[src/rtl/div_watchdog.sv]
module div_watchdog #(
  parameter int DIV_W    = 14,
  parameter int CLR_BITS = 4,
  parameter int WD_W     = 4,
  parameter int FAST_TAP = 9,
  parameter int SLOW_TAP = 13
) (
  input  logic clk,
  input  logic rst_n,
  input  logic tick_en,
  input  logic div_clr,
  input  logic wdt_clr,
  input  logic evt_clr,
  input  logic wdt_slow,
  input  logic wdt_en,
  output logic evt_flag,
  output logic rst_req
);
  localparam int KEEP_W = DIV_W - CLR_BITS;

  logic [DIV_W-1:0] div_q;
  logic [WD_W-1:0]  wd_q;

  wire [DIV_W:0]   div_inc  = {1'b0, div_q} + {{DIV_W{1'b0}}, tick_en};
  wire             div_wrap = div_inc[DIV_W];
  wire [DIV_W-1:0] div_nxt  = div_clr ? {{CLR_BITS{1'b0}}, div_inc[KEEP_W-1:0]}
                                      : div_inc[DIV_W-1:0];

  wire tap_now  = wdt_slow ? div_q[SLOW_TAP]   : div_q[FAST_TAP];
  wire tap_next = wdt_slow ? div_nxt[SLOW_TAP] : div_nxt[FAST_TAP];
  wire wd_tick  = tap_next & ~tap_now;
  wire wd_full  = &wd_q;

  always_ff @(posedge clk or negedge rst_n) begin
    if (!rst_n) begin
      div_q    <= '0;
      evt_flag <= 1'b0;
    end else begin
      div_q <= div_nxt;
      if (div_wrap)     evt_flag <= 1'b1;
      else if (evt_clr) evt_flag <= 1'b0;
    end
  end

  always_ff @(posedge clk or negedge rst_n) begin
    if (!rst_n) begin
      wd_q    <= '0;
      rst_req <= 1'b0;
    end else begin
      rst_req <= 1'b0;
      if (!wdt_en || wdt_clr) begin
        wd_q <= '0;
      end else if (wd_tick) begin
        wd_q <= wd_q + 1'b1;
        if (wd_full) rst_req <= 1'b1;
      end
    end
  end
endmodule

[config.mk]
export PLATFORM = sky130hd
export DESIGN_NAME = div_watchdog
export DESIGN_NICKNAME = d
export VERILOG_FILES = /design/src/rtl/div_watchdog.sv
export SDC_FILE = /design/constraint.sdc
export NUM_CORES = 1
export LEC_CHECK = 0
export BUFFER_PORTS_ARGS = -buffer_cell sky130_fd_sc_hd__buf_4
export CORE_MARGIN = 2
export CORE_UTILIZATION = 50
export DETAILED_ROUTE_END_ITERATION = 8
export PLACE_DENSITY = 0.7
export SLEW_MARGIN = 20
export SYNTH_ARGS = -nofsm -noshare
export SYNTH_HDL_FRONTEND = slang
export SYNTH_SLANG_ARGS = --single-unit
[constraint.sdc]
create_clock -name clk -period 3.3 [get_ports clk]
set_input_delay 0.66 -clock clk [delete_from_list [all_inputs] [get_ports clk]]
set_output_delay 0.66 -clock clk [all_outputs]
set_load 0.05 [all_outputs]
==> results.md, run 1 <==
- R2r setup slk: 1.44 ns
- DRC Markers: 0
- Clock slew at reported path FFs: 0.11 ns
- Synth unique cells: 24
- Worst EP required: 3.53 ns
- Worst Max-Slew Pin Slew: approximately 0.60 ns
- H-tree depth: 1
- CP startpoint kind: input pin
- CTS max path bufs: 2
- Share of layout cells above drive strength 1: 18.6%
- Sequential fraction of the synthesis area: a little over half
- Syn nets: 96
- Post-CTS sizing: 0
- Synth area leaders: dfrtp_1 54%, xnor2_1 8.5%, ha_1 4.1%, nand3_1 3.2%, nor2_1 2.8%
- R2R cell count: 5
- Avg Cell Area, Syn: 10.9 µm²
- Mapped Cells: 85
- Total negative setup slack: 0 ns
- Initial antenna violation count: 0
- # diodes: 0
- DRT antenna net count: 0
- Reg-to-Reg End: wd_q[3]
- Top cells by instance count after synthesis: 20 x dfrtp_1, 9 x xnor2_1, 7 x nor2_1
- Full die area: 2210 µm²
- Die Span X: 47.0 µm
- WL final: 1440 µm
- CTS Hold Bufs: 0
- Finished Core Util: 61.1%
- Mapped cell area: 925 µm²
- CORE AREA: 1730 µm²
- Number of synthesized flops with an enable pin: 0
- Start of the worst register-to-register path: div_q[0]
- DR WL met3: about 37 µm
- Clk_lat worst skew: between 0.2 and 0.3 ns
- First-pass detailed-route iteration total: 4
- CTS Buf Count: 3
- Met2 WL post-DR: 674 µm
- Dpl hpwl: between 1000 and 1500 µm
- Synth-to-layout area growth: 14.1%
- Fin crit period: 1.96 ns
- Root Buffer: clkbuf_4
- Pleak: 0.461 nW
- Starting Density: 53.6%
- Synth Warn #: 0
- Max IR drop VDD: 290 µV
- Period utilisation layout: 59.4%
- Placer Congestion: 0.737
- Highest routed layer: met4
- Critical Path End Type: flop
- # setup viols final: 0
- First-pass GRT wire length: ~2500 µm
- Vias in the first global route: ~580
- Critical Path Fanout Max: 7
- Post-synthesis sequential element count: 20
- Global-route usage over all layers: 16.8%
- Final hold vios: 0
- Power Density: 519 nW/µm²
- Postcts setup bufs: 0
- Synth area leader: dfrtp_1
- RSZ-0062 raised after global routing: false
- Ports: 10
- Max Slew Vio Count: 0
- Achievable Freq: 0.511 GHz
- DR vias/cell: 5.40
- DR iter-0 viols: 14
- Relative slew slack: roughly three fifths
- Die Height: 47.0 µm
- Hold Crit Class: in -> async
- Metal-1 WL: 709 µm
- Maximum Capacitance Violations: 0
- Std cell rows: 15
- Crit path DAT: 2.19 ns
- Setup Crit Path Kind: in -> reg
- Routed via count: 659
- Most numerous cell in the Yosys netlist: dfrtp_1
- Largest net degree at the start of global routing: 21
- Clk_skew: between 0.006 and 0.007 ns
- Congestion Overflow GR: 0
- Yosys top cell area share: 54.1%
- Final Net Count: 109
- Run status: finished clean
- CTS tree: yes
- Non-Filler Instances: 122
- # port buffers: 9
- Clk sinks: 20
- Fillers: 147
- Asr flop ratio synth: 100%
- Inst Count DP: 118
- Routed WL per cell: ~12 µm
- Synth Flop Type: dfrtp_1
==> through the flow <==
stage	hold slack (ns)	cell area [µm²]	power, mW	setup WS, ns
final	0.218	1050	0.547	1.34
after global placement	0.452	1020	0.410	1.05
after global routing	0.214	1050	0.581	1.25
after CTS	0.213	1050	0.555	1.35
after floorplan	0.364	925	0.384	1.15
after detailed placement	0.460	1020	0.414	1.03
==> worst max-delay path by stage <==
stage               slack (ns)       to  cells past startpoint    start
floorplan                 1.15  wd_q[3]                      6  tick_en
global placement          1.05  wd_q[3]                      6  tick_en
detailed placement        1.03  wd_q[3]                      6  tick_en
CTS                       1.35  wd_q[3]                      6  tick_en
global route              1.25  wd_q[3]                      6  tick_en
finish                    1.34  wd_q[3]                      6  tick_en
==> where the power goes <==
group | internal, mW | switching (mW)
logic | 0.0374 | 0.0379
clock network | 0.0672 | 0.0720
registers | 0.286 | 0.0461
total | 0.391 | 0.156
==> final cells by class <==
class                           count  area [µm²]  area share [%]
Tap cell                           25        31.3            2.97
Inverter                            4        15.0            1.42
Clock buffer                        4        36.3            3.44
Timing Repair Buffer                9        67.6            6.41
Sequential cell                    20         500            47.4
Multi-Input combinational cell     60         404            38.3
==> layer usage <==
metal	vias to the layer above	GRT usage, %
met5	-	0
li1	332	-
met1	317	21.7
met3	2	3.46
met4	0	10.0
met2	8	26.0
==> registers in the layout (all words and copies together) (netlist names) <==
name	flops
rst_req	1
div_q	14
wd_q	4
evt_flag	1
==> cell families after synthesis <==
kind of cell	Yosys count	synth area share, %
flip-flops	20	54.1
AO/OA/AOI/OAI	13	9.07
buffers and inverters	5	2.16
adder cells (fa/ha/maj)	3	4.06
AND/OR/NAND/NOR	33	20.2
XOR/XNOR	11	10.4
==> worst max-delay path: stages <==
cell     delay (ns)
buf_4          0.08
ha_1           0.19
nand4_2        0.15
or3_1          0.45
or4_1          0.52
a21oi_1        0.14
==> cells in the final DEF (no fill, tap or decap) <==
master / n
dfrtp_1: 20
xnor2_1: 9
buf_4: 9
nor2_1: 7
nand3_1: 6
a21oi_1: 5
inv_1: 4
nand2_1: 4
nor3_1: 3
ha_1: 3
clkbuf_4: 3
nand4_2: 2
nand4_1: 2
xor2_1: 2
nor4_1: 2
nand2b_1: 2
a31o_2: 2
o31ai_1: 2
or4_1: 2
o21ai_0: 2
and4_1: 1
or3_1: 1
a31oi_1: 1
or3_2: 1
a32o_1: 1
clkbuf_8: 1
Power figures use the tool's default switching activity.
==> run 2, diff against run 1 <==
--- a/config.mk
+++ b/config.mk
@@ -9,7 +9,7 @@
 export CORE_MARGIN = 2
 export CORE_UTILIZATION = 50
 export DETAILED_ROUTE_END_ITERATION = 8
-export PLACE_DENSITY = 0.7
+export PLACE_DENSITY = 0.72
 export SLEW_MARGIN = 20
 export SYNTH_ARGS = -nofsm -noshare
 export SYNTH_HDL_FRONTEND = slang
==> constraint.sdc (replaced) <==
create_clock -name clk -period 1.8 [get_ports clk]
set_input_delay 0.36 -clock clk [delete_from_list [all_inputs] [get_ports clk]]
set_output_delay 0.36 -clock clk [all_outputs]
set_load 0.05 [all_outputs]
==> results.md, run 2 (synthesis results as in run 1) <==
- CORE AREA: 1730 µm² (unchanged)
- Routed WL per cell: 12.2 µm (+3.6%)
- CTS Buf Count: 3 (unchanged)
- R2r setup slk: 0.08 ns (-1.36 ns)
- Largest register by flop count: div_q
- Clk sinks: 20 (unchanged)
- Initial antenna violation count: 0 (unchanged)
- First-pass detailed-route iteration total: 4 (unchanged)
- Total negative setup slack: 0 ns (unchanged)
- Relative slew slack: 64.8% (+5.4 points)
- CTS max path bufs: 2 (unchanged)
- Final Net Count: 115 (+5.5%)
- Crit path DAT: 1.95 ns (-0.24 ns)
- First-pass GRT wire length: 2720 µm (+8.2%)
- Final hold vios: 0 (unchanged)
- H-tree depth: 1 (unchanged)
- Hold Crit Class: in -> reg
- Max Slew Vio Count: 0 (unchanged)
- Achievable Freq: 0.581 GHz
- Met2 WL post-DR: 775 µm (+15%)
- Maximum Capacitance Violations: 0 (unchanged)
- Starting Density: 53.6% (unchanged)
- FF/Latch Area: 500 µm² (unchanged)
- Max IR drop VDD: 648 µV (+120%)
- Placer Congestion: 0.669 (-9.2%)
- DR vias/cell: 5.52 (+2.1%)
- Worst Max-Slew Pin Slew: 0.525 ns (-0.0789 ns)
- Die Height: 47.0 µm (unchanged)
- Clk_skew: 0.00478 ns (-0.00129 ns)
- DR iter-0 viols: 5 (-9)
- # port buffers: 9 (unchanged)
- WL final: 1570 µm (+8.7%)
- CP startpoint kind: flop
- Setup Crit Path Kind: reg -> reg
- Std cell rows: 15 (unchanged)
- Share of layout cells above drive strength 1: 26.2% (+7.7 points)
- Run status: finished clean
- Power Density: 946 nW/µm² (+82%)
- Fin crit period: 1.72 ns
- Root Buffer: clkbuf_4
- Most frequent cells in the layout: 20 x dfrtp_1, 14 x buf_4, 9 x xnor2_1
- # setup viols final: 0 (unchanged)
- Crit-path max cell delay: 0.53 ns (about the same)
- DR WL met3: 65 µm (+76%)
- Die Span X: 47.0 µm (unchanged)
- Reg-to-Reg End: wd_q[3]
- Start of the worst register-to-register path: div_q[0]
- Total power: 1.07 mW (+96%)
- Routed via count: 706 (+7.1%)
- Worst path cell trace: ha_4, nand4_4, or3_4, or4_4, a21oi_2
- Critical Path Fanout Max: 7 (unchanged)
- Area occupied by multi-input gates: 438 µm² (+8.4%)
- # diodes: 0 (unchanged)
- CTS tree: yes
- RSZ-0062 raised after global routing: false
- Clk_lat worst skew: 0.29 ns (about the same)
- Global-route usage over all layers: 17.7% (+0.90 points)
- Fillers: 146 (-0.68%)
- Worst path slowest cell: or4_4
- Metal-1 WL: 703 µm (-0.85%)
- Min-Delay Path Depth: 2
- Ports: 10 (unchanged)
- Pleak: 0.490 nW (+6.2%)
- Max reg flops: 14 (unchanged)
- Largest net degree at the start of global routing: 21 (unchanged)
- DRT antenna net count: 0 (unchanged)
- Postcts setup bufs: 0 (unchanged)
- Clock slew at reported path FFs: 0.11 ns (about the same)
- Critical Path End Type: flop
- Congestion Overflow GR: 0 (unchanged)
- Dpl hpwl: 1180 µm (+10%)
- Leading cell type in the layout, fill and taps excluded: dfrtp_1
- Vias in the first global route: 691 (+20%)
- Highest routed layer: met4
- Biggest regs: div_q x14, wd_q x4
- Hold EP: div_q[11]
- Synth-to-layout area growth: 22.9%
- Worst EP required: 2.03 ns (-1.50 ns)
- HP Start: div_clr
- Full die area: 2210 µm² (unchanged)
- Period utilisation layout: 95.6%
- R2R cell count: 5 (unchanged)
- DRC Markers: 0 (unchanged)
-- run 2: cell types whose count changed in the layout (fill, tap and decap cells not counted), sizes merged --
cell,previous run,this run
dlygate4sd3,0,1
buf,9,14
-- run 2: metal layers --
| metal | up-vias | global-route usage, % |
|---|---|---|
| met4 | 0 | 9.44 |
| met5 | - | 0 |
| met3 | 4 | 3.85 |
| met1 | 345 | 22.2 |
| li1 | 339 | - |
| met2 | 18 | 28.5 |
-- run 2: through the flow --
stage          instances  hold slack (ns)  instance area (µm²)  setup slack [ns]  util, %
2_1_floorplan         85           0.0644                  946            0.0544        -
3_3_place_gp         123            0.252                 1080           -0.0342     62.4
3_5_place_dp         123            0.252                 1080            -0.107     62.4
4_1_cts              128            0.233                 1130            0.0211     65.4
5_1_grt              128            0.224                 1140            0.0254     65.8
6_report             128            0.239                 1140            0.0792     65.8
-- run 2: where the power goes --
part	internal [mW]	total, mW	switching, mW
clock	0.123	0.253	0.130
sequential	0.526	0.605	0.0797
combinational	0.112	0.216	0.105
total	0.761	1.07	0.314
-- run 2: worst max path at each step --
stage                        start  endpoint  slack, ns
after floorplan            tick_en   wd_q[3]       0.05
after global placement     tick_en   wd_q[3]      -0.03
after detailed placement   tick_en   wd_q[3]      -0.11
after CTS                 div_q[0]   wd_q[3]       0.02
after global routing      div_q[6]   wd_q[3]       0.03
final                     div_q[0]   wd_q[3]       0.08
-- run 2: layout make-up --
cell class              instances  area share [%]
flip-flops and latches         20            44.1
multi-input cells              60            38.5
clock buffers                   4            3.19
repair buffers                 15            10.1
inverters                       4            1.32
well taps                      25            2.75
-- run 2: critical path: cells and delay by family (launching register included) --
family | cells | cell delay [ns]
compound gates | 1 | 0.14
flops | 1 | 0.38
simple gates | 3 | 0.98
fa+ha+maj | 1 | 0.15
-- run 2: repair_timing --
action,CTS,global route
hold buffers,1,0
gates cloned,0,0
gates resized for setup,1,2
pin swaps,0,1
endpoints found under the setup margin,1,1
hold endpoints to repair,20,0
==> run 3, diff against run 2 <==
--- a/config.mk
+++ b/config.mk
@@ -8,6 +8,7 @@
 export BUFFER_PORTS_ARGS = -buffer_cell sky130_fd_sc_hd__buf_4
 export CORE_MARGIN = 2
 export CORE_UTILIZATION = 50
+export CTS_BUF_LIST = sky130_fd_sc_hd__clkbuf_8
 export DETAILED_ROUTE_END_ITERATION = 8
 export PLACE_DENSITY = 0.72
 export SLEW_MARGIN = 20
==> results.md, run 3 (synthesis results as in run 1) <==
- Run status: finished clean
- Worst EP required: 1.98 ns (-0.05 ns)
- WL final: 1580 µm (+0.57%)
- Pleak: 0.497 nW (+1.6%)
- RSZ-0062 raised after global routing: false
- DRT antenna net count: 0 (unchanged)
- CTS max path bufs: 2 (unchanged)
- DR iter-0 viols: 7 (+2)
- Power Density: 1000 nW/µm² (+5.7%)
- Clk_lat worst skew: 0.25 ns (-0.04 ns)
- Total negative setup slack: 0 ns (unchanged)
- Final hold vios: 0 (unchanged)
- CTS tree: yes
- Root Buffer: clkbuf_8
- CTS Buf Count: 3 (unchanged)
- Full die area: 2210 µm² (unchanged)
- Total power: 1.15 mW (+7.5%)
- Achievable Freq: 0.571 GHz (-1.7%)
- Worst path slowest cell: or4_4
- R2R cell count: 5 (unchanged)
- Share of layout cells above drive strength 1: 26.2% (unchanged)
- Clk sinks: 20 (unchanged)
- Max IR drop VDD: 721 µV (+11%)
- Critical Path Fanout Max: 7 (unchanged)
- Period utilisation layout: 97.3% (+1.7 points)
- Final Net Count: 115 (unchanged)
- CORE AREA: 1730 µm² (unchanged)
- Maximum Capacitance Violations: 0 (unchanged)
- Routed via count: 694 (-1.7%)
- Die Height: 47.0 µm (unchanged)
- Most frequent cells in the layout: 20 x dfrtp_1, 14 x buf_4, 9 x xnor2_1
- Die Span X: 47.0 µm (unchanged)
- Largest register by flop count: div_q
- Max reg flops: 14 (unchanged)
- Setup Crit Path Kind: reg -> reg
- Post-route cell area: 1150 µm² (+1.7%)
- Starting Density: 53.6% (unchanged)
- Max Slew Vio Count: 0 (unchanged)
- Biggest regs: div_q x14, wd_q x4
- Inst Count DP: 123 (unchanged)
- Initial antenna violation count: 0 (unchanged)
- Fin crit period: 1.75 ns (+0.0305 ns)
- Largest net degree at the start of global routing: 21 (unchanged)
- Crit-path max cell delay: 0.53 ns (about the same)
- Non-Filler Instances: 128 (unchanged)
- DR vias/cell: 5.42 (-1.7%)
- Crit path DAT: 1.93 ns (-0.02 ns)
- # diodes: 0 (unchanged)
- H-tree depth: 1 (unchanged)
- Dpl cell area: 1080 µm² (unchanged)
- Routed WL per cell: 12.3 µm (+0.57%)
- Global-route usage over all layers: 17.3% (-0.40 points)
- Placer Congestion: 0.669 (unchanged)
- Start of the worst register-to-register path: div_q[0]
- CP startpoint kind: flop
- Std cell rows: 15 (unchanged)
- Critical Path End Type: flop
- Leading cell type in the layout, fill and taps excluded: dfrtp_1
- Hold EP: div_q[11]
- Worst path cell trace: ha_4, nand4_4, or3_4, or4_4, a21oi_2
- Hold_ws: 0.290 ns (+0.0511 ns)
- Clock slew at reported path FFs: 0.07 ns (-0.04 ns)
- Min-Delay Path Depth: 2 (unchanged)
- R2r setup slk: 0.05 ns (-0.03 ns)
- Synth-to-layout area growth: 24.9%
- # setup viols final: 0 (unchanged)
- Relative slew slack: 64.4% (-0.47 points)
- Worst Max-Slew Pin Slew: 0.532 ns (+0.00695 ns)
- Hold Crit Class: in -> reg
- First-pass GRT wire length: 2710 µm (-0.26%)
- DRC Markers: 0 (unchanged)
- Congestion Overflow GR: 0 (unchanged)
- Reg-to-Reg End: wd_q[3]
- First-pass detailed-route iteration total: 4 (unchanged)
- # port buffers: 9 (unchanged)
- Clk_skew: 0.00315 ns (-0.00163 ns)
- Vias in the first global route: 656 (-5.1%)
- Ports: 10 (unchanged)
- HP Start: div_clr
- Dpl hpwl: 1180 µm (unchanged)
-- run 3: what timing repair did --
item                                    CTS  global route
gates resized for setup                   1             2
setup buffers                             0             0
endpoints found under the setup margin    1             1
hold buffers                              1             0
hold endpoints to repair                 20             0
-- run 3: worst max-delay path by stage --
| stage | from | end | slack [ns] | cells past startpoint |
|---|---|---|---|---|
| after floorplan | tick_en | wd_q[3] | 0.05 | 6 |
| after global placement | tick_en | wd_q[3] | -0.03 | 6 |
| after detailed placement | tick_en | wd_q[3] | -0.11 | 6 |
| after CTS | div_q[0] | wd_q[3] | 0.03 | 5 |
| after global routing | div_q[0] | wd_q[3] | 0.004 | 5 |
| final | div_q[0] | wd_q[3] | 0.05 | 5 |
-- run 3: area by class of cell --
cell class	count	area [µm²]
clock buffers	4	55.1
fillers	142	572
flip-flops and latches	20	500
repair buffers	15	115
well taps	25	31.3
multi-input cells	60	438
inverters	4	15.0
-- run 3: critical path: cells and delay by family (launching register included) --
family / cells / cell delay [ns]
AOI/OAI and AO/OA: 1 / 0.14
and+or+nand+nor: 3 / 1.02
adders and majority gates: 1 / 0.15
DFF: 1 / 0.37
-- run 3: power by group --
| group | internal, mW | switching (mW) | total, mW |
|---|---|---|---|
| sequential | 0.526 | 0.0800 | 0.606 |
| clock | 0.194 | 0.137 | 0.331 |
| combinational | 0.112 | 0.105 | 0.217 |
-- run 3: stage by stage --
step | util [%] | setup slack (ns)
floorplan | - | 0.0544
global placement | 62.4 | -0.0342
detailed placement | 62.4 | -0.107
CTS | 66.4 | 0.0302
global route | 66.9 | 0.00408
finish | 66.9 | 0.0487
-- run 3: metal layers --
| metal | global-route usage (%) | part of all wire (%) |
|---|---|---|
| met1 | 23.5 | 46 |
| met2 | 28.2 | 49 |
| met3 | 2.31 | 3.0 |
| met4 | 6.67 | 1.4 |
| met5 | 0 | 0 |
